**config.mk**
```make
export PLATFORM = sky130hd
export DESIGN_NAME = vend_ctrl
export DESIGN_NICKNAME = d
export VERILOG_FILES = /design/src/rtl/vend_pkg.sv /design/src/rtl/vend_arbiter.sv /design/src/rtl/vend_step.sv /design/src/rtl/vend_state_reg.sv /design/src/rtl/vend_ctrl.sv
export SDC_FILE = /design/constraint.sdc
export NUM_CORES = 1
export LEC_CHECK = 0
export ABC_AREA = 1
export CORE_AREA = 2 2 39 41
export DETAILED_ROUTE_END_ITERATION = 12
export DIE_AREA = 0 0 41 43
export SLEW_MARGIN = 25
export SYNTH_ARGS = -nofsm -noshare
export SYNTH_HDL_FRONTEND = slang
export SYNTH_HIERARCHICAL = 1
export SYNTH_SLANG_ARGS = --single-unit
```
**constraint.sdc**
```tcl
create_clock -name clk -period 2.03 [get_ports clk]
set_input_delay 0.3045 -clock clk [delete_from_list [all_inputs] [get_ports clk]]
set_output_delay 0.3045 -clock clk [all_outputs]
set_load 0.05 [all_outputs]
```
**src/rtl/vend_pkg.sv**
```systemverilog
package vend_pkg;

   typedef enum logic [1:0] {
      CR_0  = 2'd0,
      CR_5  = 2'd1,
      CR_10 = 2'd2,
      CR_15 = 2'd3
   } credit_e;

   localparam int unsigned CREDIT_STATES = 4;

   typedef enum logic [2:0] {
      OP_IDLE   = 3'd0,
      OP_NICKEL = 3'd1,
      OP_DIME   = 3'd2,
      OP_BUY    = 3'd3,
      OP_CASH   = 3'd4
   } op_e;

   typedef struct packed {
      logic drop;
      logic c5;
      logic c10;
      logic c15;
   } pay_s;

endpackage

```
**src/rtl/vend_arbiter.sv**
```systemverilog
module vend_arbiter
   import vend_pkg::*;
(
   input  logic coin_5,
   input  logic coin_10,
   input  logic buy_req,
   input  logic cash_back,
   output op_e  op
);
   always_comb begin
      if (cash_back)    op = OP_CASH;
      else if (buy_req) op = OP_BUY;
      else if (coin_10) op = OP_DIME;
      else if (coin_5)  op = OP_NICKEL;
      else              op = OP_IDLE;
   end
endmodule

```
**src/rtl/vend_step.sv**
```systemverilog
module vend_step
   import vend_pkg::*;
(
   input  credit_e cur,
   input  op_e     op,
   output credit_e nxt,
   output pay_s    pay
);
   always_comb begin
      nxt = cur;
      pay = '0;
      unique case (op)
         OP_CASH: begin
            nxt = CR_0;
            unique case (cur)
               CR_5:    pay.c5  = 1'b1;
               CR_10:   pay.c10 = 1'b1;
               CR_15:   pay.c15 = 1'b1;
               default: ;
            endcase
         end
         OP_BUY: begin
            if (cur == CR_15) begin
               nxt      = CR_0;
               pay.drop = 1'b1;
            end
         end
         OP_DIME: begin
            unique case (cur)
               CR_0:    nxt = CR_10;
               CR_5:    nxt = CR_15;
               CR_10: begin
                  nxt    = CR_15;
                  pay.c5 = 1'b1;
               end
               default: pay.c10 = 1'b1;
            endcase
         end
         OP_NICKEL: begin
            unique case (cur)
               CR_0:    nxt = CR_5;
               CR_5:    nxt = CR_10;
               CR_10:   nxt = CR_15;
               default: pay.c5 = 1'b1;
            endcase
         end
         default: ;
      endcase
   end
endmodule

```
**src/rtl/vend_state_reg.sv**
```systemverilog
module vend_state_reg
   import vend_pkg::*;
#(
   parameter int unsigned STATE_ENC = 0
)(
   input  logic    clk,
   input  logic    rst,
   input  credit_e nxt,
   output credit_e cur
);
   generate
      if (STATE_ENC == 0) begin : g_binary
         credit_e bin_q;
         always_ff @(posedge clk) begin
            if (rst) bin_q <= CR_0;
            else     bin_q <= nxt;
         end
         assign cur = bin_q;
      end else if (STATE_ENC == 1) begin : g_onehot
         logic [CREDIT_STATES-1:0] oh_q;
         always_ff @(posedge clk) begin
            if (rst) oh_q <= CREDIT_STATES'(1);
            else     oh_q <= CREDIT_STATES'(1) << nxt;
         end
         always_comb begin
            if (oh_q[3])      cur = CR_15;
            else if (oh_q[2]) cur = CR_10;
            else if (oh_q[1]) cur = CR_5;
            else              cur = CR_0;
         end
      end else begin : g_bad_enc
         $error("vend_state_reg: STATE_ENC must be 0 or 1");
      end
   endgenerate
endmodule

```
**src/rtl/vend_ctrl.sv**
```systemverilog
module vend_ctrl
   import vend_pkg::*;
#(
   parameter int unsigned STATE_ENC = 0
)(
   input  logic clk,
   input  logic rst,
   input  logic coin_5,
   input  logic coin_10,
   input  logic buy_req,
   input  logic cash_back,
   output logic item_drop,
   output logic chg_5,
   output logic chg_10,
   output logic chg_15
);
   op_e     op;
   credit_e credit_q;
   credit_e credit_d;
   pay_s    pay_d;
   pay_s    pay_q;

   vend_arbiter u_arb (
      .coin_5    (coin_5),
      .coin_10   (coin_10),
      .buy_req   (buy_req),
      .cash_back (cash_back),
      .op        (op)
   );

   vend_step u_step (
      .cur (credit_q),
      .op  (op),
      .nxt (credit_d),
      .pay (pay_d)
   );

   vend_state_reg #(.STATE_ENC(STATE_ENC)) u_state (
      .clk (clk),
      .rst (rst),
      .nxt (credit_d),
      .cur (credit_q)
   );

   always_ff @(posedge clk) begin
      if (rst) pay_q <= '0;
      else     pay_q <= pay_d;
   end

   assign item_drop = pay_q.drop;
   assign chg_5     = pay_q.c5;
   assign chg_10    = pay_q.c10;
   assign chg_15    = pay_q.c15;
endmodule

```
# After elaboration in Yosys (flattened, before gate mapping)
# Cells that the tools add are included.
dict set report word_totals {
  reg_bits 6
  in_bits 6
  output_inout_bits 4
  word_cells 38
}
dict set report op_classes {
  eq_ne 10
  muxes 14
  bitwise_logic 2
  n_reduce_logical 7
}
# cell count
set op_table {}
lappend op_table {{two-way mux 3 bit} 3}
lappend op_table {{one-hot mux 2 bit (4 select lines)} 1}
lappend op_table {{equality test 3 x 2 -> 1 bit (second input constant)} 2}
lappend op_table {{one-hot mux 2 bit (3 select lines)} 1}
lappend op_table {{OR reduction 2 bit} 3}
lappend op_table {{two-way mux 1 bit} 5}
lappend op_table {{equality test 2 bit (second input constant)} 2}
lappend op_table {{!= test 4 bit (second input constant)} 1}
lappend op_table {{one-hot mux 2 bit (2 select lines)} 1}
lappend op_table {{AND reduction 4 bit} 1}
lappend op_table {{nonzero test 4 bit} 1}
lappend op_table {{equality test 3 x 1 -> 1 bit (second input constant)} 1}
lappend op_table {{equality test 3 bit (second input constant)} 1}
lappend op_table {{!= test 3 bit (second input constant)} 1}
lappend op_table {{one-hot mux 1 bit (3 select lines)} 1}
lappend op_table {{OR reduction 3 bit} 1}
lappend op_table {{equality test 2 x 1 -> 1 bit (second input constant)} 1}
lappend op_table {{logical NOT 2 bit} 1}
lappend op_table {{two-way mux 2 bit} 1}
lappend op_table {{!= test 2 x 1 -> 1 bit (second input constant)} 1}
lappend op_table {{inverter 1 bit} 2}
lappend op_table {{one-hot mux 1 bit (2 select lines)} 1}

# Longest topological paths before layout
dict set report logic_depth {
  ltp_word 7
  ltp_mapped 11
  ltp_nobuf 11
}

# By module
# Netlist, hierarchy kept.
# module n_inst cells_each area_per_inst_um2 seq_area_each_um2
set by_module_without_submodules {}
lappend by_module_without_submodules {vend_step 1 40 181.4 0.0}
lappend by_module_without_submodules {vend_ctrl 1 12 110.1 80.1}
lappend by_module_without_submodules {vend_state_reg 1 6 55.1 40.0}
lappend by_module_without_submodules {vend_arbiter 1 6 35.0 0.0}

# Worst setup path after synthesis
# Ideal clock, no wire load.
dict set report synth_timing {
  path_kind {in2reg}
  startpoint {input port buy_req}
  endpoint {register u_state.g_binary.bin_q[1], in the netlist u_state/cur[1]}
  setup_time_ps 64
  arrival_ps 1164
  t_required_ps 1966
  setup_slack_ps 802
  stages 10
  path_buffers 0
  cell_sequence {inv_1 a21oi_1 inv_2 nand3_2 nand2_1 nor2_2 nand2_1 nand2_1 inv_1 nor2_1}
}
dict set report synth_via {
  word_cells_on_any_way 12
  cone_classes {eq/ne (7); mux (3); reduce/logical (2)}
}
# item line_no
set synth_lines {}
lappend synth_lines {{start, declared} vend_ctrl.sv:10} ;# input logic buy_req,
lappend synth_lines {{two-way mux 3 bit (*)} vend_arbiter.sv:12} ;# else if (buy_req) op = OP_BUY;
lappend synth_lines {{two-way mux 3 bit (*)} vend_arbiter.sv:11} ;# if (cash_back) op = OP_CASH;
lappend synth_lines {{named net op[1]} vend_ctrl.sv:17} ;# op_e op;
lappend synth_lines {{equality test 3 x 1 -> 1 bit (tied with other cells)} vend_step.sv:12} ;# unique case (op)
lappend synth_lines {{one-hot mux 2 bit (4 select lines) (*)} vend_step.sv:12}
lappend synth_lines {{named net credit_d[1]} vend_ctrl.sv:19} ;# credit_e credit_d;
lappend synth_lines {{end signal, assigned} vend_state_reg.sv:16} ;# else bin_q <= nxt;
lappend synth_lines {{end, declared} vend_state_reg.sv:13} ;# credit_e bin_q;
# The timed path passes the listed nets; every way through them passes the cells marked *.
# A chain may end at the register's enable or synchronous reset.

# Worst setup path after layout
dict set report layout_timing {
  startpoint {register pay_q, in the netlist chg_15}
  endpoint {output port chg_15}
}
# item line_no
set layout_lines {}
lappend layout_lines {{start, declared} vend_ctrl.sv:21} ;# pay_s pay_q;
lappend layout_lines {{start signal, assigned} vend_ctrl.sv:47} ;# else pay_q <= pay_d;
lappend layout_lines {{end, declared} vend_ctrl.sv:15} ;# output logic chg_15
# No word-level cell between the ends.

==> results.yml <==
setup_path:
  cp_num_buf_inv: 1
  worstSetupPathType: "register to output pin"
  cp-start-kind: "register"
  crit_path_top_delay_cell: "clkdlybuf4s50_1"
  cp_max_fo: 1
  cp.arrival_ps: 1330
  cp_num_cells: 1
  endpoint_kind: "output pin"
  reg2reg_slack_ps: 970
  slowest_delay_ps: 790
  r2r_cells: 7
  cp-startpoint: "chg_15"
  critPathTopFamily: "buffers and inverters"
  crit_path_cell_trace: "clkdlybuf4s50_1"
  crit_end: "chg_15"
  r2r_end: "u_state/cur[0]"
  critical_path_required_ps: 1730
  r2r_start: "u_state/cur[0]"
placed_design:
  placed_cell_area_sq_um: 499
  io_buffers: 9
  gp_congestion: 0.834
  placed_cells: 90
  dp_hpwl_microns: 582
cells_and_area:
  post-route-cell-area_sq_um: 522
  synthToLayoutAreaGrowth_pct: 36.7
  drive_above_1_share_pct: 18.2
  n_antenna_cell: 0
  stdcell_count: 93
  most-common-layout-cells: "nor2_1 (16), nand2_1 (13), inv_1 (10)"
  final_common_cell: "nor2_1"
  final_core_util_pct: 37.7
  fillers: 148
  nNetsFinal: 85
floorplanning:
  initial_core_util_pct: 27.6
  die_x_microns: 41
  fp.coreArea_sq_um: 1380
  num_rows: 14
  io_pins: 10
  dieArea_sq_um: 1760
  die_y_microns: 43
global_routing:
  grt_overflow: 0
  first_global_vias: 321
  grt_util_all_layers_pct: 10.0
  grt_max_degree: 7
  antenna_found_initial: 0
  grt_pass1_wl_mm: 1.20
timing:
  period_share_pct: 80.5
  period_minus_slack_ps: 1630
  setup_viol: 0
  slew_headroom_pct: 67.3
  hold_violations: 0
  tightest_slew_ps: 489
  final_max_slew_viol_count: 0
  tns_ps: 0
  rsz0062_at_grt: "false"
  clock_skew_ps: 1.99
  fmax_mhz: 612
pwr:
  power_frac_clock_pct: 36.6
  leakage_nw: 0.233
  power.density_nw_per_um2: 554
  ir_drop_mv: 0.119
  sw_frac_of_total_pct: 26.2
  combPwrFrac_pct: 20.3
  p_seq_share_pct: 43.0
  intPower_w: 0.000213
  total_power_w: 0.000289
  switchingPower_w: 0.0000758
clock_tree:
  clkSlewWorstSetupHoldPaths_ps: 40
  htreeDepth: 1
  cts-root-buf: "clkbuf_4"
  cts_resized: 0
  cts_setup_buffers: 0
  cts_hold_buf: 0
  clk_latency_ps: 240
  cts_buffer_depth: 2
  cts_buffers: 3
  cts_sinks: 6
  cts_tree: "yes"
route:
  drtPass1Iterations: 4
  drt_wl_total_microns: 688
  ant_nets: 0
  drc: 0
  avgRoutedWirePerCell_microns: 7.40
  via_count: 389
  vias_per_cell: 4.18
  drtIter0Drc: 10
logic_synthesis:
  synth_cell_type_count: 15
  synth-seq-cells: 6
  syn_avg_cell_area_sq_um: 5.96
  syn-num-nets: 70
  ys.warnings.count: 6
  syn_area_sq_um: 382
  synthCells: 64
  seq_area_frac_synth_pct: 31.5
job:
  maxCapViolations: 0
run_status:
  status: "complete, no violations"
min_path:
  hp-class: "register to register"
==> worst min-delay path, delay by kind of cell, from the launching register on <==
family | cells | cell delay, ps
AND/OR/NAND/NOR | 3 | 140
buffers and inverters | 1 | 40
flip-flops | 1 | 320
==> sequential cells by signal (all words and copies together), names as in the netlist <==
signal	count
item_drop	1
chg_15	1
chg_10	1
u_state/cur	2
chg_5	1
==> how the worst min path moves through the flow <==
stage	start	cells after the start	slack, ps	endpoint
after global routing	u_state/cur[0]	4	590	u_state/cur[0]
after CTS	u_state/cur[0]	4	530	u_state/cur[0]
after detailed placement	u_state/cur[0]	4	530	u_state/cur[0]
after floorplan	rst	1	380	chg_15
final	u_state/cur[0]	4	540	u_state/cur[0]
after global placement	u_state/cur[0]	4	530	u_state/cur[0]
==> logic make-up after synthesis <==
| family | share of synthesized area [%] |
|---|---|
| and+or+nand+nor | 46.2 |
| buffers and inverters | 15.7 |
| DFF | 31.5 |
| AOI/OAI and AO/OA | 6.56 |
==> stage by stage <==
stage / worst slack [ps] / hold slack [ps]
CTS: 376 / 535
finish: 395 / 537
global placement: 287 / 533
global route: 333 / 590
floorplan: 802 / 376
detailed placement: 248 / 526
==> Yosys cell counts, drive strengths merged <==
master | instances | area share [%]
nor2 | 17 | 17
inv | 14 | 14
nand2 | 14 | 14
dfxtp | 6 | 31
nand3 | 5 | 9.2
a21oi | 3 | 4.9
nand4 | 2 | 3.3
buf | 1 | 2.0
nand3b | 1 | 2.0
o22ai | 1 | 1.6
==> power by group through the flow <==
| stage | logic [W] | clock network, W | registers (W) |
|---|---|---|---|
| final | 0.0000587 | 0.000106 | 0.000124 |
| after global routing | 0.0000674 | 0.000118 | 0.000125 |
| after CTS | 0.0000593 | 0.000113 | 0.000124 |
| after detailed placement | 0.0000591 | 0 | 0.000126 |
| after global placement | 0.0000589 | 0 | 0.000126 |
| after floorplan | 0.0000364 | 0 | 0.000128 |
==> metal layers <==
metal	up-vias	global-route usage, %	wire (microns)	share of wire (%)
met4	0	10.0	0	0
met2	12	13.8	328	48
met1	157	13.0	327	48
met5	-	0	0	0
li1	220	-	-	-
met3	0	0	32	4.7
==> area by class of cell <==
type / count / area [sq um] / area share [%]
Clock buffer: 3 / 22.5 / 4.32
Inverter: 14 / 52.6 / 10.1
Multi-Input combinational cell: 43 / 201 / 38.6
Sequential cell: 6 / 120 / 23.0
Tap cell: 16 / 20.0 / 3.84
Timing Repair Buffer: 11 / 105 / 20.1
Note: power is estimated with default switching activity, not from simulation.
